[src/rtl/slpwake_pkg.sv]
// Shared types for the sleep/wake sequencer.
// Assumes: one state encoding is shared by the FSM and the top-level decode.
package slpwake_pkg;
    typedef enum logic [2:0] {
        ST_AWAKE  = 3'd0,
        ST_SLEEP  = 3'd1,
        ST_WARM   = 3'd2,
        ST_RESUME = 3'd3,
        ST_NEXTI  = 3'd4,
        ST_DUMMY  = 3'd5,
        ST_VECTOR = 3'd6
    } state_e;
endpackage

[src/rtl/slpwake_irq_eval.sv]
// Per-source wake qualification: a source counts only when its own enable
// is set. Assumes flags and enables are already synchronous to clk.
module slpwake_irq_eval #(
    parameter int N_SRC = 3
) (
    input  logic [N_SRC-1:0] int_flags,
    input  logic [N_SRC-1:0] int_ens,
    output logic             irq_pend
);
    logic [N_SRC-1:0] hit;

    // One qualifying gate per interrupt source.
    for (genvar i = 0; i < N_SRC; i++) begin : g_src
        assign hit[i] = int_flags[i] & int_ens[i];
    end

    // Any qualified source makes the wake request pending.
    assign irq_pend = |hit;
endmodule

[src/rtl/slpwake_ost_cnt.sv]
// Oscillator start-up down-counter. A load sets it to OST_CYCLES-1 and it
// counts down to zero and then holds. Assumes OST_CYCLES >= 2.
module slpwake_ost_cnt #(
    parameter int OST_CYCLES = 1024
) (
    input  logic clk,
    input  logic rst_n,
    input  logic load,
    output logic done
);
    localparam int CNT_W = $clog2(OST_CYCLES);
    localparam logic [CNT_W-1:0] LOAD_VAL = CNT_W'(OST_CYCLES - 1);

    logic [CNT_W-1:0] cnt;

    // Load on a wake, otherwise count down until zero.
    always_ff @(posedge clk) begin
        if (!rst_n)
            cnt <= '0;
        else if (load)
            cnt <= LOAD_VAL;
        else if (cnt != '0)
            cnt <= cnt - 1'b1;
    end

    assign done = (cnt == '0);
endmodule

[src/rtl/slpwake_fsm.sv]
// Sequencer core: sleep entry and the sleep no-op, wake arbitration, the
// start-up wait, the resume strobe and the vector path. It also holds the
// power-down and timeout status flags.
// Assumes sleep_exec is a single-cycle strobe from the core decoder.
module slpwake_fsm
    import slpwake_pkg::*;
(
    input  logic   clk,
    input  logic   rst_n,
    input  logic   sleep_exec,
    input  logic   wdt_timeout,
    input  logic   wdt_en,
    input  logic   reset_req,
    input  logic   irq_pend,
    input  logic   gie,
    input  logic   osc_rc_mode,
    input  logic   ost_done,
    output logic   ost_load,
    output state_e state,
    output logic   pd_flag,
    output logic   to_flag,
    output logic   wdt_clear,
    output logic   reset_out
);
    state_e nxt;
    logic   wdt_hit;
    logic   wake_go;
    logic   wake_irq;
    logic   take_vec;

    assign wdt_hit  = wdt_timeout & wdt_en;
    assign ost_load = wake_go & ~osc_rc_mode;

    // Next state and wake arbitration (reset > watchdog > interrupt).
    always_comb begin
        nxt      = state;
        wake_go  = 1'b0;
        wake_irq = 1'b0;
        case (state)
            ST_AWAKE:  if (!wdt_hit && sleep_exec && !irq_pend) nxt = ST_SLEEP;
            ST_SLEEP:  if (wdt_hit || irq_pend) begin
                           wake_go  = ~reset_req;
                           wake_irq = ~wdt_hit;
                           nxt      = osc_rc_mode ? ST_RESUME : ST_WARM;
                       end
            ST_WARM:   if (ost_done) nxt = ST_RESUME;
            ST_RESUME: nxt = take_vec ? ST_NEXTI : ST_AWAKE;
            ST_NEXTI:  nxt = ST_DUMMY;
            ST_DUMMY:  nxt = ST_VECTOR;
            ST_VECTOR: nxt = ST_AWAKE;
            default:   nxt = ST_AWAKE;
        endcase
        if (reset_req)
            nxt = ST_AWAKE;
    end

    // State register.
    always_ff @(posedge clk) begin
        if (!rst_n)
            state <= ST_AWAKE;
        else
            state <= nxt;
    end

    // Status flags, one-cycle pulses and the vector decision taken at wake.
    always_ff @(posedge clk) begin
        if (!rst_n) begin
            pd_flag   <= 1'b1;
            to_flag   <= 1'b1;
            wdt_clear <= 1'b0;
            reset_out <= 1'b0;
            take_vec  <= 1'b0;
        end else begin
            wdt_clear <= 1'b0;
            reset_out <= reset_req;
            if (!reset_req) begin
                if (state == ST_AWAKE) begin
                    if (wdt_hit) begin
                        to_flag   <= 1'b0;
                        reset_out <= 1'b1;
                    end else if (sleep_exec && !irq_pend) begin
                        pd_flag   <= 1'b0;
                        to_flag   <= 1'b1;
                        wdt_clear <= 1'b1;
                    end
                end else if (wake_go) begin
                    take_vec <= wake_irq & gie;
                    if (wdt_hit)
                        to_flag <= 1'b0;
                end
            end
        end
    end
endmodule

[src/rtl/slpwake_ctrl.sv]
// Top of the sleep/wake sequencer. It joins source qualification, the
// start-up counter and the FSM, and decodes the state into core-facing
// strobes. Assumes all inputs are synchronous to clk.
module slpwake_ctrl #(
    parameter int N_SRC      = 3,
    parameter int OST_CYCLES = 1024
) (
    input  logic             clk,
    input  logic             rst_n,
    input  logic             sleep_exec,
    input  logic             wdt_timeout,
    input  logic             wdt_en,
    input  logic             dev_reset_req,
    input  logic [N_SRC-1:0] int_flags,
    input  logic [N_SRC-1:0] int_ens,
    input  logic             gie,
    input  logic             osc_rc_mode,
    output logic             pd_flag,
    output logic             to_flag,
    output logic             wdt_clear,
    output logic             osc_en,
    output logic             asleep,
    output logic             ost_busy,
    output logic             resume,
    output logic             vector_req,
    output logic             reset_out
);
    import slpwake_pkg::*;

    logic   irq_pend;
    logic   ost_load;
    logic   ost_done;
    logic   in_awake;
    state_e state;

    slpwake_irq_eval #(.N_SRC(N_SRC)) u_irq (
        .int_flags (int_flags),
        .int_ens   (int_ens),
        .irq_pend  (irq_pend)
    );

    slpwake_ost_cnt #(.OST_CYCLES(OST_CYCLES)) u_ost (
        .clk   (clk),
        .rst_n (rst_n),
        .load  (ost_load),
        .done  (ost_done)
    );

    slpwake_fsm u_fsm (
        .clk         (clk),
        .rst_n       (rst_n),
        .sleep_exec  (sleep_exec),
        .wdt_timeout (wdt_timeout),
        .wdt_en      (wdt_en),
        .reset_req   (dev_reset_req),
        .irq_pend    (irq_pend),
        .gie         (gie),
        .osc_rc_mode (osc_rc_mode),
        .ost_done    (ost_done),
        .ost_load    (ost_load),
        .state       (state),
        .pd_flag     (pd_flag),
        .to_flag     (to_flag),
        .wdt_clear   (wdt_clear),
        .reset_out   (reset_out)
    );

    // Core-facing decode of the sequencer state.
    assign in_awake   = (state == ST_AWAKE);
    assign asleep     = (state == ST_SLEEP);
    assign osc_en     = (state != ST_SLEEP);
    assign ost_busy   = (state == ST_WARM);
    assign resume     = (state == ST_RESUME);
    assign vector_req = (state == ST_VECTOR);
endmodule

[config.mk]
export PLATFORM = sky130hd
export DESIGN_NAME = slpwake_ctrl
export DESIGN_NICKNAME = d
export VERILOG_FILES = /design/src/rtl/slpwake_pkg.sv /design/src/rtl/slpwake_irq_eval.sv /design/src/rtl/slpwake_ost_cnt.sv /design/src/rtl/slpwake_fsm.sv /design/src/rtl/slpwake_ctrl.sv
export SDC_FILE = /design/constraint.sdc
export NUM_CORES = 1
export LEC_CHECK = 0
export ABC_AREA = 1
export ABC_CLOCK_PERIOD_IN_PS = 3250
export BUFFER_PORTS_ARGS = -buffer_cell sky130_fd_sc_hd__buf_2
export CORE_UTILIZATION = 56
export CTS_CLUSTER_DIAMETER = 120
export CTS_CLUSTER_SIZE = 25
export DETAILED_ROUTE_END_ITERATION = 6
export PLACE_DENSITY = 0.82
export SLEW_MARGIN = 10
export SYNTH_ARGS = -nofsm -noshare
export SYNTH_HDL_FRONTEND = slang
export SYNTH_SLANG_ARGS = --single-unit
[constraint.sdc]
create_clock -name clk -period 3.25 [get_ports clk]
set_input_delay 0.1625 -clock clk [delete_from_list [all_inputs] [get_ports clk]]
set_output_delay 0.1625 -clock clk [all_outputs]
set_load 0.1 [all_outputs]
# Word level (Yosys, flattened, before mapping)
# Cells that the tools add are included.
classes:
  n_bitwise: 11
  mux: 21
  n_eq_ne: 10
  reduce_logical: 20
  addsub: 1
ops:
  columns: ["operator", "n"]
  rows:
  - ["$mux W10", 2]
  - ["$pmux W3 S6", 1]
  - ["$mux W1", 14]
  - ["$mux W3", 4]
  - ["$logic_not A10 Y1", 1]
  - ["$reduce_bool A10 Y1", 1]
  - ["$sub A10 B1 Y10 const B", 1]
  - ["$eq A3 B3 Y1 const B", 3]
  - ["$reduce_and A4 Y1", 2]
  - ["$reduce_bool A2 Y1", 4]
  - ["$and A1 B1 Y1", 6]
  - ["$eq A3 B2 Y1 const B", 2]
  - ["$ne A2 B1 Y1 const B", 3]
  - ["$reduce_and A3 Y1", 2]
  - ["$not A1 Y1", 5]
  - ["$reduce_or A4 Y1", 1]
  - ["$eq A3 B1 Y1 const B", 1]
  - ["$logic_and A1 B1 Y1", 3]
  - ["$logic_not A3 Y1", 1]
  - ["$ne A3 B1 Y1 const B", 1]
  - ["$reduce_or A3 Y1", 1]
  - ["$logic_not A1 Y1", 2]
  - ["$reduce_or A2 Y1", 1]
  - ["$logic_or A1 B1 Y1", 1]
totals:
  in_bits: 14
  regBits: 18
  elab_cells: 70

# Depth between registers and ports, before layout
logic_depth:
  depth_word: 7
  ltp_mapped: 10
  depth_no_buf: 10

# By module
# Synthesis repeated with hierarchy kept, for this count alone.
hier_totals:
  hier_cells: 176
  area_unflattened_um2: 1087.3
modules_own_cells:
  columns: ["mod", "area_each_um2", "cells_per_inst", "n_inst"]
  rows:
  - ["slpwake_ost_cnt", 599.3, 97, 1]
  - ["slpwake_fsm", 432.9, 65, 1]
  - ["slpwake_ctrl", 38.8, 10, 1]
  - ["slpwake_irq_eval", 16.3, 4, 1]

# Least setup slack after synthesis
# OpenSTA, ideal clock, no wires.
synth_timing:
  path_type: "reg-to-reg"
  from: "reg u_fsm.state[1]"
  to: "reg u_fsm.state[1]"
  t_required_ps: 3140
  synth_period_minus_slack_ps: 3231
  stages_incl_launch_ff: 8
  setup_time_ps: 110
  t_arrival_ps: 3122
  slack_ps: 19
  cell_sequence: "dfxtp_1 -> inv_1 -> nor3_1 -> nand2_1 -> nand3_1 -> nand2_1 -> inv_1 -> nor2_1"
synth_between:
  elab_chain_len: 3
synth_lines:
  columns: ["item", "line", "rtl"]
  rows:
  - ["start, declared", "slpwake_fsm.sv:19", "output state_e state,"]
  - ["start signal, assigned", "slpwake_fsm.sv:62", "state <= nxt;"]
  - ["$eq A3 B2 Y1 (*)", null, null]
  - ["named net ost_busy", "slpwake_ctrl.sv:23", "output logic ost_busy,"]
  - ["$ne A2 B1 Y1 (no source line)", null, null]
  - ["$reduce_and A3 Y1 (no source line)", null, null]
# Mark *: on every way through the listed nets, which the timed path passes. The rest lies on a longest branch.
# A chain may end at the register's enable or synchronous reset.

# Final worst setup path
layout_timing:
  from: "reg u_ost.cnt[1]"
  to: "reg u_fsm.state[0]"
layout_between:
  elab_chain_len: 3
layout_lines:
  columns: ["item", "line", "rtl"]
  rows:
  - ["start, declared", "slpwake_ost_cnt.sv:14", "logic [CNT_W-1:0] cnt;"]
  - ["start signal, assigned", "slpwake_ost_cnt.sv:23", "cnt <= cnt - 1'b1;"]
  - ["$logic_not A10 Y1", "slpwake_ost_cnt.sv:26", "assign done = (cnt == '0);"]
  - ["$ne A2 B1 Y1 (no source line)", null, null]
  - ["$reduce_and A3 Y1 (no source line)", null, null]
# No other way between the ends.

==> flow_metrics.py <==
metrics = {
    "hold_path": {
        "worstHoldStart": "rst_n",
        "min_path_type": "in -> reg",
    },
    "pwr": {
        "p_switching_uw": 368.7,
        "internal-power_uw": 478.6,
        "p_clk_share_pct": 16.4,
        "p_total_uw": 847.3,
        "combinationalPowerShare_pct": 48.7,
        "vdd_drop_max_mv": 0.5273,
        "switching_share_pct": 43.52,
        "p_seq_share_pct": 34.9,
        "p_per_area_nw_per_um2": 714.3,
        "cellLeakagePower_uw": 0.0006188,
    },
    "final_layout": {
        "final_common_cell": "nand2_1",
        "final_area_um2": 1186,
        "drive_gt1_share_pct": 22.03,
        "nNetsFinal": 193,
        "area_growth_pct": 16.75,
        "num_antenna_cells": 0,
        "fin_util_pct": 69.45,
        "nFillCells": 159,
        "layout_common_cells": "nand2_1, inv_1, nor2_1, buf_2, dfxtp_1",
    },
    "grt": {
        "grt_max_degree": 13,
        "antenna_found_initial": 0,
        "overflow": 0,
        "grt_pass1_vias": 964,
        "grt_pass1_wl_um": 3829,
        "track_usage_pct": 25.61,
    },
    "placed_design": {
        "portBuffers": 22,
        "dp_hpwl_um": 1717,
        "dpl-instance-area_um2": 1150,
        "gp_congestion": 0.8257,
    },
    "sta": {
        "fin_crit_sh_pct": 55.82,
        "tns_ns": 0,
        "setup_viol": 0,
        "fin_crit_ns": 1.814,
        "hold_violations": 0,
        "timing.hold.ws_ns": 0.1149,
        "slew_headroom_pct": 65.62,
        "worstMarginPinSlew_ns": 0.5143,
        "slew_violations": 0,
        "max_freq_mhz": 551.3,
        "rsz0062_at_grt": "no",
        "skew_ns": 0.003871,
    },
    "clock_network": {
        "cts-buffers-inserted": 3,
        "cts_setup_buffers": 0,
        "htree_levels": 1,
        "root_buffer": "clkbuf_4",
        "cts_resized": 0,
        "path_clk_slew_ns": 0.11,
        "clkLatencyLatePin_ns": 0.29,
        "cts.sinks": 18,
        "cts_tree": "done",
        "clk_path_buf_depth": 2,
        "cts-hold-fix-buffers": 0,
    },
    "detailed_routing": {
        "wl_per_cell_um": 11.10,
        "vias": 1040,
        "vias_per_cell": 5.149,
        "drc": 0,
        "drtPass1Iterations": 4,
        "ant_nets": 0,
        "drt_wl_total_um": 2242,
        "dr.first_iter.drc_count": 38,
    },
    "setup_path": {
        "cpPeakStageDelay_ns": 0.41,
        "arrival_ns": 2.03,
        "startpoint": "u_ost.cnt[1]$_SDFFE_PN0P_",
        "cp-start-kind": "register",
        "worst-setup-path-type": "reg -> reg",
        "cp_common_cell": "nand2_1",
        "rrSetupSlack_ns": 1.44,
        "worst_ep_required_time_ns": 3.46,
        "slowest_stage": "nand3_1",
        "regToRegStartpoint": "u_ost.cnt[1]$_SDFFE_PN0P_",
        "cp-end-kind": "register",
        "crit_chain": "inv_1 > ha_1 > nand2_1 > nor2_2 > nand3_1 > nand2_1 > nand2_1 > a211oi_1",
        "crit_path_max_fanout": 12,
    },
    "logic_synthesis": {
        "syn_nets": 167,
        "seq_area_frac_synth_pct": 35.47,
        "yosys_warnings": 0,
        "avgSynthCellArea_um2": 6.684,
        "ys_seq_elements": 18,
        "synthCells": 152,
        "synth_cell_types": 26,
        "syn_area_um2": 1016,
    },
    "floorplanning": {
        "die_w_um": 44.60,
        "core_um2": 1708,
        "die_h_um": 44.60,
        "core.rowCount": 15,
        "initial_core_util_pct": 59.49,
        "die_area_um2": 1989,
        "ios": 23,
    },
    "job": {
        "maxCapViolations": 0,
    },
    "status": {
        "outcome": "complete, no violations",
    },
}
==> synth_stat cells <==
cell type / number / share of area, %
buf_4: 1 / 0.74
nor2_1: 22 / 8.1
a21oi_1: 4 / 2.0
a31oi_1: 4 / 2.5
nand3_4: 2 / 3.4
nor2_4: 1 / 1.1
ha_1: 1 / 1.2
o21ai_2: 1 / 0.86
xor2_1: 2 / 1.7
nand4_1: 3 / 1.8
nand3b_1: 1 / 0.74
inv_1: 22 / 8.1
nand3_1: 12 / 5.9
inv_2: 3 / 1.1
xnor2_1: 1 / 0.86
dfxtp_1: 18 / 35
nand2_1: 37 / 14
o21bai_2: 1 / 1.1
o211ai_2: 1 / 1.2
o21ai_1: 1 / 0.49
a211oi_1: 2 / 1.5
o21ai_0: 5 / 2.5
clkinv_2: 1 / 0.49
nand2_2: 1 / 0.62
nor2_2: 2 / 1.2
nor3_1: 3 / 1.5
==> area by class of cell <==
class | instances | area (µm²) | share of cell area, %
inverters | 26 | 98.84 | 8.333
multi-input cells | 107 | 549.3 | 46.31
clock buffers | 4 | 36.28 | 3.059
well taps | 25 | 31.28 | 2.637
repair buffers | 22 | 110.1 | 9.283
flip-flops and latches | 18 | 360.3 | 30.38
==> flip-flops by register name, indices dropped and copies added, names as in the netlist <==
signal           count
u_fsm.take_vec       1
u_fsm.reset_out      1
u_fsm.state          3
u_ost.cnt           10
u_fsm.to_flag        1
u_fsm.pd_flag        1
u_fsm.wdt_clear      1
==> critical path: cells and delay by family (launching register included) <==
| family | cells | cell delay (ns) |
|---|---|---|
| DFF | 1 | 0.32 |
| and+or+nand+nor | 5 | 0.97 |
| buffers and inverters | 1 | 0.09 |
| AOI/OAI and AO/OA | 1 | 0.17 |
| adders and majority gates | 1 | 0.19 |
==> worst paths after layout <==
kind | end | cells past startpoint
worst max register to register | u_fsm.state[0]$_SDFFE_PP0P_ | 8
worst max-delay path | u_fsm.state[0]$_SDFFE_PP0P_ | 8
worst min-delay path | u_fsm.pd_flag$_SDFFE_PN1P_ | 2
worst min register to register | u_fsm.to_flag$_SDFFE_PN1P_ | 2
==> power by group through the flow <==
stage	Clock [µW]	Combinational [µW]	Sequential, µW
after floorplan	0	326	313
after global placement	0	389	297
after detailed placement	0	408	299
after CTS	140	412	294
after global routing	149	467	299
final	139	413	295
==> layer usage <==
layer / vias to the layer above / global-route usage (%) / part of all wire [%]
met2: 30 / 43.53 / 51
met4: 0 / 11.52 / 1.7
met3: 4 / 3.673 / 4.1
met5: - / 0 / 0
li1: 539 / - / -
met1: 467 / 31.84 / 44
==> metrics by stage <==
step	setup WS, ns	std cells
after floorplan	0.01853	152
after global placement	1.592	198
after detailed placement	1.484	198
after CTS	1.450	202
after global routing	1.257	202
final	1.436	202
==> logic make-up (layout without fill, tap and decap cells) <==
family,count (synthesis),in the layout,synth area share [%]
xor gates and xnor gates,3,3,2.587
buffers and inverters,27,52,10.47
and+or+nand+nor,84,84,38.18
AOI/OAI and AO/OA,19,19,12.07
adders and majority gates,1,1,1.231
DFF,18,18,35.47
No activity file was read; power rests on OpenSTA's default activity.
